File: config.mk
export PLATFORM = sky130hd
export DESIGN_NAME = slope_adc_capture
export DESIGN_NICKNAME = d
export VERILOG_FILES = /design/src/rtl/slope_adc_pkg.sv /design/src/rtl/conv_timer.sv /design/src/rtl/cmp_sync_edge.sv /design/src/rtl/chan_capture.sv /design/src/rtl/slope_adc_capture.sv
export SDC_FILE = /design/constraint.sdc
export NUM_CORES = 1
export LEC_CHECK = 0
export ABC_AREA = 0
export BUFFER_PORTS_ARGS = -buffer_cell sky130_fd_sc_hd__clkbuf_2
export CORE_MARGIN = 2
export CORE_UTILIZATION = 50
export DETAILED_ROUTE_END_ITERATION = 16
export PLACE_DENSITY_LB_ADDON = 0.05
export SYNTH_ARGS = -nofsm -noshare
export SYNTH_HDL_FRONTEND = slang
export SYNTH_SLANG_ARGS = --single-unit
File: constraint.sdc
create_clock -name clk -period 4.4 [get_ports clk]
set_input_delay 0.66 -clock clk [delete_from_list [all_inputs] [get_ports clk]]
set_output_delay 0.66 -clock clk [all_outputs]
set_load 0.02 [all_outputs]
File: src/rtl/slope_adc_pkg.sv
// Shared sizing for the single-slope conversion timer capture.
package slope_adc_pkg;
    localparam int CNT_W  = 12; // timer and result width
    localparam int NUM_CH = 4;  // three main channels plus one auxiliary
    localparam int SYNC_N = 2;  // synchroniser depth ahead of the edge detect
endpackage

File: src/rtl/conv_timer.sv
// Shared conversion timer.
// Does: clears and holds at zero while hold is high, then counts up every
// clock (full_rate=1) or every second clock (full_rate=0), stopping at all-ones.
// Assumes: hold and full_rate are synchronous to clk.
module conv_timer #(
    parameter int W = 12
) (
    input  logic         clk,
    input  logic         rst_n,
    input  logic         hold,
    input  logic         full_rate,
    output logic [W-1:0] count
);
    localparam logic [W-1:0] CEIL = '1;

    logic phase;
    logic adv;

    // Prescale phase: restarts with each hold, toggles otherwise.
    always_ff @(posedge clk) begin
        if (!rst_n)    phase <= 1'b0;
        else if (hold) phase <= 1'b0;
        else           phase <= ~phase;
    end

    assign adv = full_rate | phase;

    // Timer register: cleared by hold, saturating increment otherwise.
    always_ff @(posedge clk) begin
        if (!rst_n)                       count <= '0;
        else if (hold)                    count <= '0;
        else if (adv && (count != CEIL))  count <= count + 1'b1;
    end

    a_r1_hold_clears: assert property (@(posedge clk) disable iff (!rst_n)
        hold |=> (count == '0));

    a_r3_ceiling_sticks: assert property (@(posedge clk) disable iff (!rst_n)
        (!hold && count == CEIL) |=> (hold || count == CEIL));

    a_r2_no_back_to_back: assert property (@(posedge clk) disable iff (!rst_n)
        (!hold && !full_rate && $past(!hold) && $past(!full_rate)
         && count == $past(count) + 1'b1)
        |=> (full_rate || hold || $stable(count)));
endmodule

File: src/rtl/cmp_sync_edge.sv
// Comparator input conditioning.
// Does: passes an asynchronous comparator level through an N-flop
// synchroniser, then flags a one-cycle rising edge.
// Assumes: N >= 2.
module cmp_sync_edge #(
    parameter int N = 2
) (
    input  logic clk,
    input  logic rst_n,
    input  logic raw,
    output logic rise
);
    logic [N-1:0] chain;
    logic         prev;

    // Synchroniser chain: raw enters at bit 0.
    always_ff @(posedge clk) begin
        if (!rst_n) chain <= '0;
        else        chain <= {chain[N-2:0], raw};
    end

    // Delayed copy of the synchronised level for edge detection.
    always_ff @(posedge clk) begin
        if (!rst_n) prev <= 1'b0;
        else        prev <= chain[N-1];
    end

    assign rise = chain[N-1] & ~prev;
endmodule

File: src/rtl/chan_capture.sv
// Per-channel capture and publish.
// Does: latches the timer on the first accepted rise in a window; at each
// window boundary publishes the latched value (or zero) with a valid flag.
// Assumes: boundary is high for one cycle and only while hold is high.
module chan_capture #(
    parameter int W = 12
) (
    input  logic         clk,
    input  logic         rst_n,
    input  logic         rise,
    input  logic         hold,
    input  logic         boundary,
    input  logic [W-1:0] count,
    output logic [W-1:0] result,
    output logic         valid
);
    logic         got;
    logic [W-1:0] cap;

    // Capture stage: first rise outside hold wins; boundary re-arms.
    always_ff @(posedge clk) begin
        if (!rst_n) begin
            got <= 1'b0;
            cap <= '0;
        end else if (boundary) begin
            got <= 1'b0;
        end else if (rise && !hold && !got) begin
            got <= 1'b1;
            cap <= count;
        end
    end

    // Publish stage: result registers change only at a boundary.
    always_ff @(posedge clk) begin
        if (!rst_n) begin
            result <= '0;
            valid  <= 1'b0;
        end else if (boundary) begin
            result <= got ? cap : '0;
            valid  <= got;
        end
    end

    a_r4_first_only: assert property (@(posedge clk) disable iff (!rst_n)
        (got && !boundary) |=> (got && $stable(cap)));

    a_r5_hold_ignores: assert property (@(posedge clk) disable iff (!rst_n)
        (hold && !got) |=> !got);

    a_r6_empty_zero: assert property (@(posedge clk) disable iff (!rst_n)
        (boundary && !got) |=> (result == '0 && !valid));

    a_r7_steady: assert property (@(posedge clk) disable iff (!rst_n)
        !boundary |=> ($stable(result) && $stable(valid)));
endmodule

File: src/rtl/slope_adc_capture.sv
// Top: single-slope conversion timer capture.
// Does: forms the window hold and boundary from the sync and mid pulses,
// runs one shared timer and one capture slice per channel, and muxes the
// published results onto the read port.
// Assumes: sync_pulse, mid_pulse, mode inputs synchronous to clk;
// cmp_in asynchronous; NUM_CH is a power of two.
module slope_adc_capture
    import slope_adc_pkg::*;
#(
    parameter int W     = CNT_W,
    parameter int NCH   = NUM_CH,
    parameter int SYNCS = SYNC_N,
    localparam int SEL_W = $clog2(NCH)
) (
    input  logic             clk,
    input  logic             rst_n,
    input  logic             sync_pulse,
    input  logic             mid_pulse,
    input  logic             double_update,
    input  logic             full_rate,
    input  logic [NCH-1:0]   cmp_in,
    input  logic [SEL_W-1:0] rd_sel,
    output logic [W-1:0]     rd_data,
    output logic             rd_valid
);
    logic           win_pulse;
    logic           win_d;
    logic           boundary;
    logic [W-1:0]   count;
    logic [W-1:0]   res [NCH];
    logic [NCH-1:0] vld;

    // Mid pulse counts only in double-update operation.
    assign win_pulse = sync_pulse | (double_update & mid_pulse);

    // Delayed window pulse for rising-edge boundary detection.
    always_ff @(posedge clk) begin
        if (!rst_n) win_d <= 1'b0;
        else        win_d <= win_pulse;
    end

    assign boundary = win_pulse & ~win_d;

    conv_timer #(.W(W)) u_timer (
        .clk       (clk),
        .rst_n     (rst_n),
        .hold      (win_pulse),
        .full_rate (full_rate),
        .count     (count)
    );

    for (genvar c = 0; c < NCH; c++) begin : g_ch
        logic rise;

        cmp_sync_edge #(.N(SYNCS)) u_sync (
            .clk   (clk),
            .rst_n (rst_n),
            .raw   (cmp_in[c]),
            .rise  (rise)
        );

        chan_capture #(.W(W)) u_cap (
            .clk      (clk),
            .rst_n    (rst_n),
            .rise     (rise),
            .hold     (win_pulse),
            .boundary (boundary),
            .count    (count),
            .result   (res[c]),
            .valid    (vld[c])
        );
    end

    // Read mux: select picks one channel's published pair.
    assign rd_data  = res[rd_sel];
    assign rd_valid = vld[rd_sel];

    a_r8_single_ignores_mid: assert property (@(posedge clk) disable iff (!rst_n)
        (!double_update && !sync_pulse) |=> !win_d);
endmodule

Word-level counts from Yosys, hierarchy flattened
Cells that the tools add are included.
Storage, ports and cells
  flip-flop bits (word level): 130
  output and inout bits: 13
  bits of input ports: 12
Operators by class
  reduce and logical (&&, ||, !) cells: 20
  magnitude comparators: 2
  add/subtract/negate cells: 1
  mux-type cells: 9
  bitwise operators: 17
  eq/ne operators: 1
Operators by type and width (count)
  $mux W12: 6
  $bmux W12 S2: 1
  $add A12 B1 Y12 const B: 1
  $ne A12 B12 Y1 const B: 1
  $logic_and A1 B1 Y1: 9
  $not A1 Y1: 8
  $reduce_and A2 Y1: 4
  $and A1 B1 Y1: 6
  $logic_not A1 Y1: 5
  $reduce_or A2 Y1: 2
  $ge A3 B3 Y1 const B: 1
  $lt A2 B3 Y1 const B: 1
  $not A2 Y3: 1
  $bmux W1 S2: 1
  $or A1 B1 Y1: 2
  $mux W1: 1

Logic depth before layout (Yosys ltp)
  depth in word-level cells: 6
  mapped depth: 5
  depth with buffers taken out: 5

By module
Synthesis repeated with hierarchy kept, for this count alone.
Unflattened totals
  cells, all modules: 574
  area total of the unflattened synthesis: 5620.4 um2
By module, submodules not included
  chan_capture: instances 4, cells each 113, sequential area each 520.5 um2, area each 1066.0 um2
  conv_timer: instances 1, cells each 74, sequential area each 260.2 um2, area each 626.9 um2
  cmp_sync_edge: instances 4, cells each 7, sequential area each 60.1 um2, area each 92.6 um2
  slope_adc_capture: instances 1, cells each 20, sequential area each 20.0 um2, area each 359.1 um2

Worst setup path before layout
Ideal clock, no wire load.
  kind: input to output
  from: input rd_sel[1]
  to: output rd_data[10]
  path buffers: 1
  data required time: 3740 ps
  cell stages on the path: 2
  arrival time: 1517 ps
  path slack: 2223 ps
  cell sequence: buf_2 > mux4_2
On the way
  cells in the longest elaborated chain, start to end: 4
RTL lines
  start: declaration: RTL line slope_adc_capture.sv:22  | input logic [SEL_W-1:0] rd_sel,
  $not A2 Y3 (implied by the code): RTL line slope_adc_capture.sv:75  | assign rd_data = res[rd_sel];
  $bmux W12 S2: RTL line slope_adc_capture.sv:75
  $mux W12 (implied by the code) (2 in a row): RTL line slope_adc_capture.sv:75
  end: declaration: RTL line slope_adc_capture.sv:23  | output logic [W-1:0] rd_data,
No other way between the ends. The select of a mux whose other input is x is not followed.

Worst setup path after layout
  from: input rd_sel[1]
  to: output rd_data[7]
Same word-level chain as after synthesis.

==> qor.txt <==
Outcome - finished, final reports clean
Cell area power density - 467 mW/mm^2
Multi-input logic area - 0.00215 sq mm
DP Wirelength - 5860 um
Post_cts resized - 0
Worst EP required - 3740 ps
Via count - 3047
Top fanout value on the critical path - 13
VDD IR-drop max - 0.000336 V
Largest net degree at the start of global routing - 53
Slew Viols, Final - 0
Number of global-route vias before repair - 2945
Prevailing post-synth register cell - dfxtp_1
Number of diodes - 0
Crit path time final - 2500 ps
1st-iter DRT viols - 87
Synth Cell Area - 0.00492 sq mm
Core area - 0.00964 sq mm
Leak Pwr - 0.00245 uW
Commonest non-fill, non-tap cells in the layout - dfxtp_1, nor2b_1, mux2i_1
# nets final - 439
Total GRT Usage - 20.0%
Worst path max stage delay - 580 ps
CP Capture Type - output port
CTS Buf Count - 17
Post-synth cell types - 40
Clock Latency Late Sink - 510 ps
Min-Delay Path Class - primary input to register
Post-synth ARST share - 0%
#FFs+latches synth - 130
Clock skew - 5.81 ps
Area Overhead vs Synth - 15.1%
Die X - 103 um
Port-buffer cells - 24
CP most frequent cell - clkbuf_2
RSZ-0062 raised after global routing - no
Clock sinks - 130
Critical setup path kind - primary input to output port
Fmax - 400 MHz
Die height - 103 um
CTS tree - yes
Sequential cell area - 0.00260 sq mm
Standard-cell rows - 36
Worst-path cell chain - clkbuf_2 > mux4_2 > clkbuf_2
Final Cycle Share - 56.8%
Worst Slack Setup Final - 1900 ps
Least-Margin Pin Slew - 753 ps
Synthesized net count - 427
Synth Instances - 414
DR vias/cell - 5.34
Setup TNS - 0 ps
Clock Pin Slew Worst Setup and Hold Paths - 60 ps
Setup repair bufs after CTS - 0
Startpoint Class - primary input
WL final - 9670 um
Grt ovf - 0
Placer Congestion - 0.693
Final hold vios - 0
Max-Slew Margin vs Limit - 49.8%
Final ANT Viol Nets - 0
H-tree levels - 4
Yosys warning total - 0
WP data arrival - 1840 ps
Fillers - 838
Drt drc - 0
Placement Setup Slack - 1860 ps
Final Setup Violations - 0
CTS root buf - clkbuf_8
Clk buf depth - 2
Cts hold-fix bufs - 0
Top Ports - 25
Avg Inst Size Synth - 11.9 sq um
Depth of the worst hold-timing path - 2
Maxcap violations - 0
Antenna violations before repair - 0
Post-synthesis sequential area ratio - 52.9%
Number of enable flip-flop cells after synthesis - 0
First-pass GRT wire length - 15600 um
R2r worst-path depth - 5
Leading cell type in the layout, fill and taps excluded - dfxtp_1
Wire length per cell - 16.9 um
Overall die area - 0.0106 sq mm
Initial core utilization - 51.0%
Share of cells above drive strength 1 - 18.7%
DRT Pass-1 Iters - 4
CP max stage cell - mux4_2
## state kept, by name, indices dropped and copies added, names as in the netlist
name,flops
g_ch.u_cap.cap,48
g_ch.u_cap.result,48
u_timer.count,12
g_ch.u_sync.chain,8
g_ch.u_cap.got,4
g_ch.u_cap.valid,4
g_ch.u_sync.prev,4
u_timer.phase,1
win_d,1
## Yosys cell counts, drive strengths merged (3+ instances only)
master   count  share of area, %
nand4        3              0.81
nand3        8               1.2
clkbuf      10              0.76
o2111ai      3              0.53
nor2b       50               6.4
buf         23               2.3
xor2         6               1.1
nor2        19               1.5
inv          4              0.31
mux4        13               6.0
a22o        48               8.6
dfxtp      130                53
mux2i       49                10
and2        16               2.0
a21o         4              0.61
a21oi        5              0.74
## power by group
group | switching [uW] | internal (uW) | leakage, uW
logic | 45.1 | 27.2 | 0.00112
clock network | 479 | 900 | 0.000286
registers | 4.70 | 1180 | 0.00105
total | 529 | 2110 | 0.00245
## logic make-up (layout without fill, tap and decap cells)
kind of cell	Yosys count	in the layout	share of synthesized area, %
and+or+nand+nor	105	105	13.6
muxes	62	62	15.9
DFF	130	130	52.9
adders and majority gates	1	1	0.254
buffers and inverters	37	61	3.41
xor gates and xnor gates	7	7	1.25
AOI/OAI and AO/OA	72	72	12.6
## through the flow
stage | util (%) | instances | instance area [sq um] | power (uW) | hold WS [ps]
4_1_cts | 58.7 | 571 | 5660 | 2670 | 334
5_1_grt | 58.7 | 571 | 5660 | 2740 | 317
3_3_place_gp | 52.5 | 540 | 5060 | 1290 | 415
2_1_floorplan | - | 414 | 4920 | 1270 | 412
3_5_place_dp | 52.5 | 540 | 5060 | 1290 | 424
6_report | 58.7 | 571 | 5660 | 2640 | 358
## routing by layer
metal,track usage [%],vias up,routed length [um]
met2,30.0,50,4330
met4,6.68,0,132
met1,27.2,1474,4850
met5,0,-,0
li1,-,1512,-
met3,6.92,11,354
## final cells by class
type                       instances  share of cell area [%]
multi-input combinational        247                    37.9
clock buffer                      21                    8.12
tap                              133                    2.94
clock inverter                    10                    2.34
timing repair buffer              26                    2.39
sequential                       130                    46.0
inverter                           4                   0.265
## critical path, delay by kind of cell
family   cells  cell delay, ps
mux          1             580
buf+inv      2             590
## worst paths after layout
check / slack [ps] / endpoint / startpoint
worst max-delay path: 1900 / rd_data[7] / rd_sel[1]
worst min register to register: 430 / g_ch[0].u_sync.chain[1]$_SDFF_PN0_ / g_ch[0].u_sync.chain[0]$_SDFF_PN0_
worst min-delay path: 360 / g_ch[0].u_sync.chain[0]$_SDFF_PN0_ / cmp_in[0]
worst max register to register: 2410 / u_timer.count[10]$_SDFFE_PP0P_ / u_timer.count[0]$_SDFFE_PP0P_
Note: power is estimated with default switching activity, not from simulation.
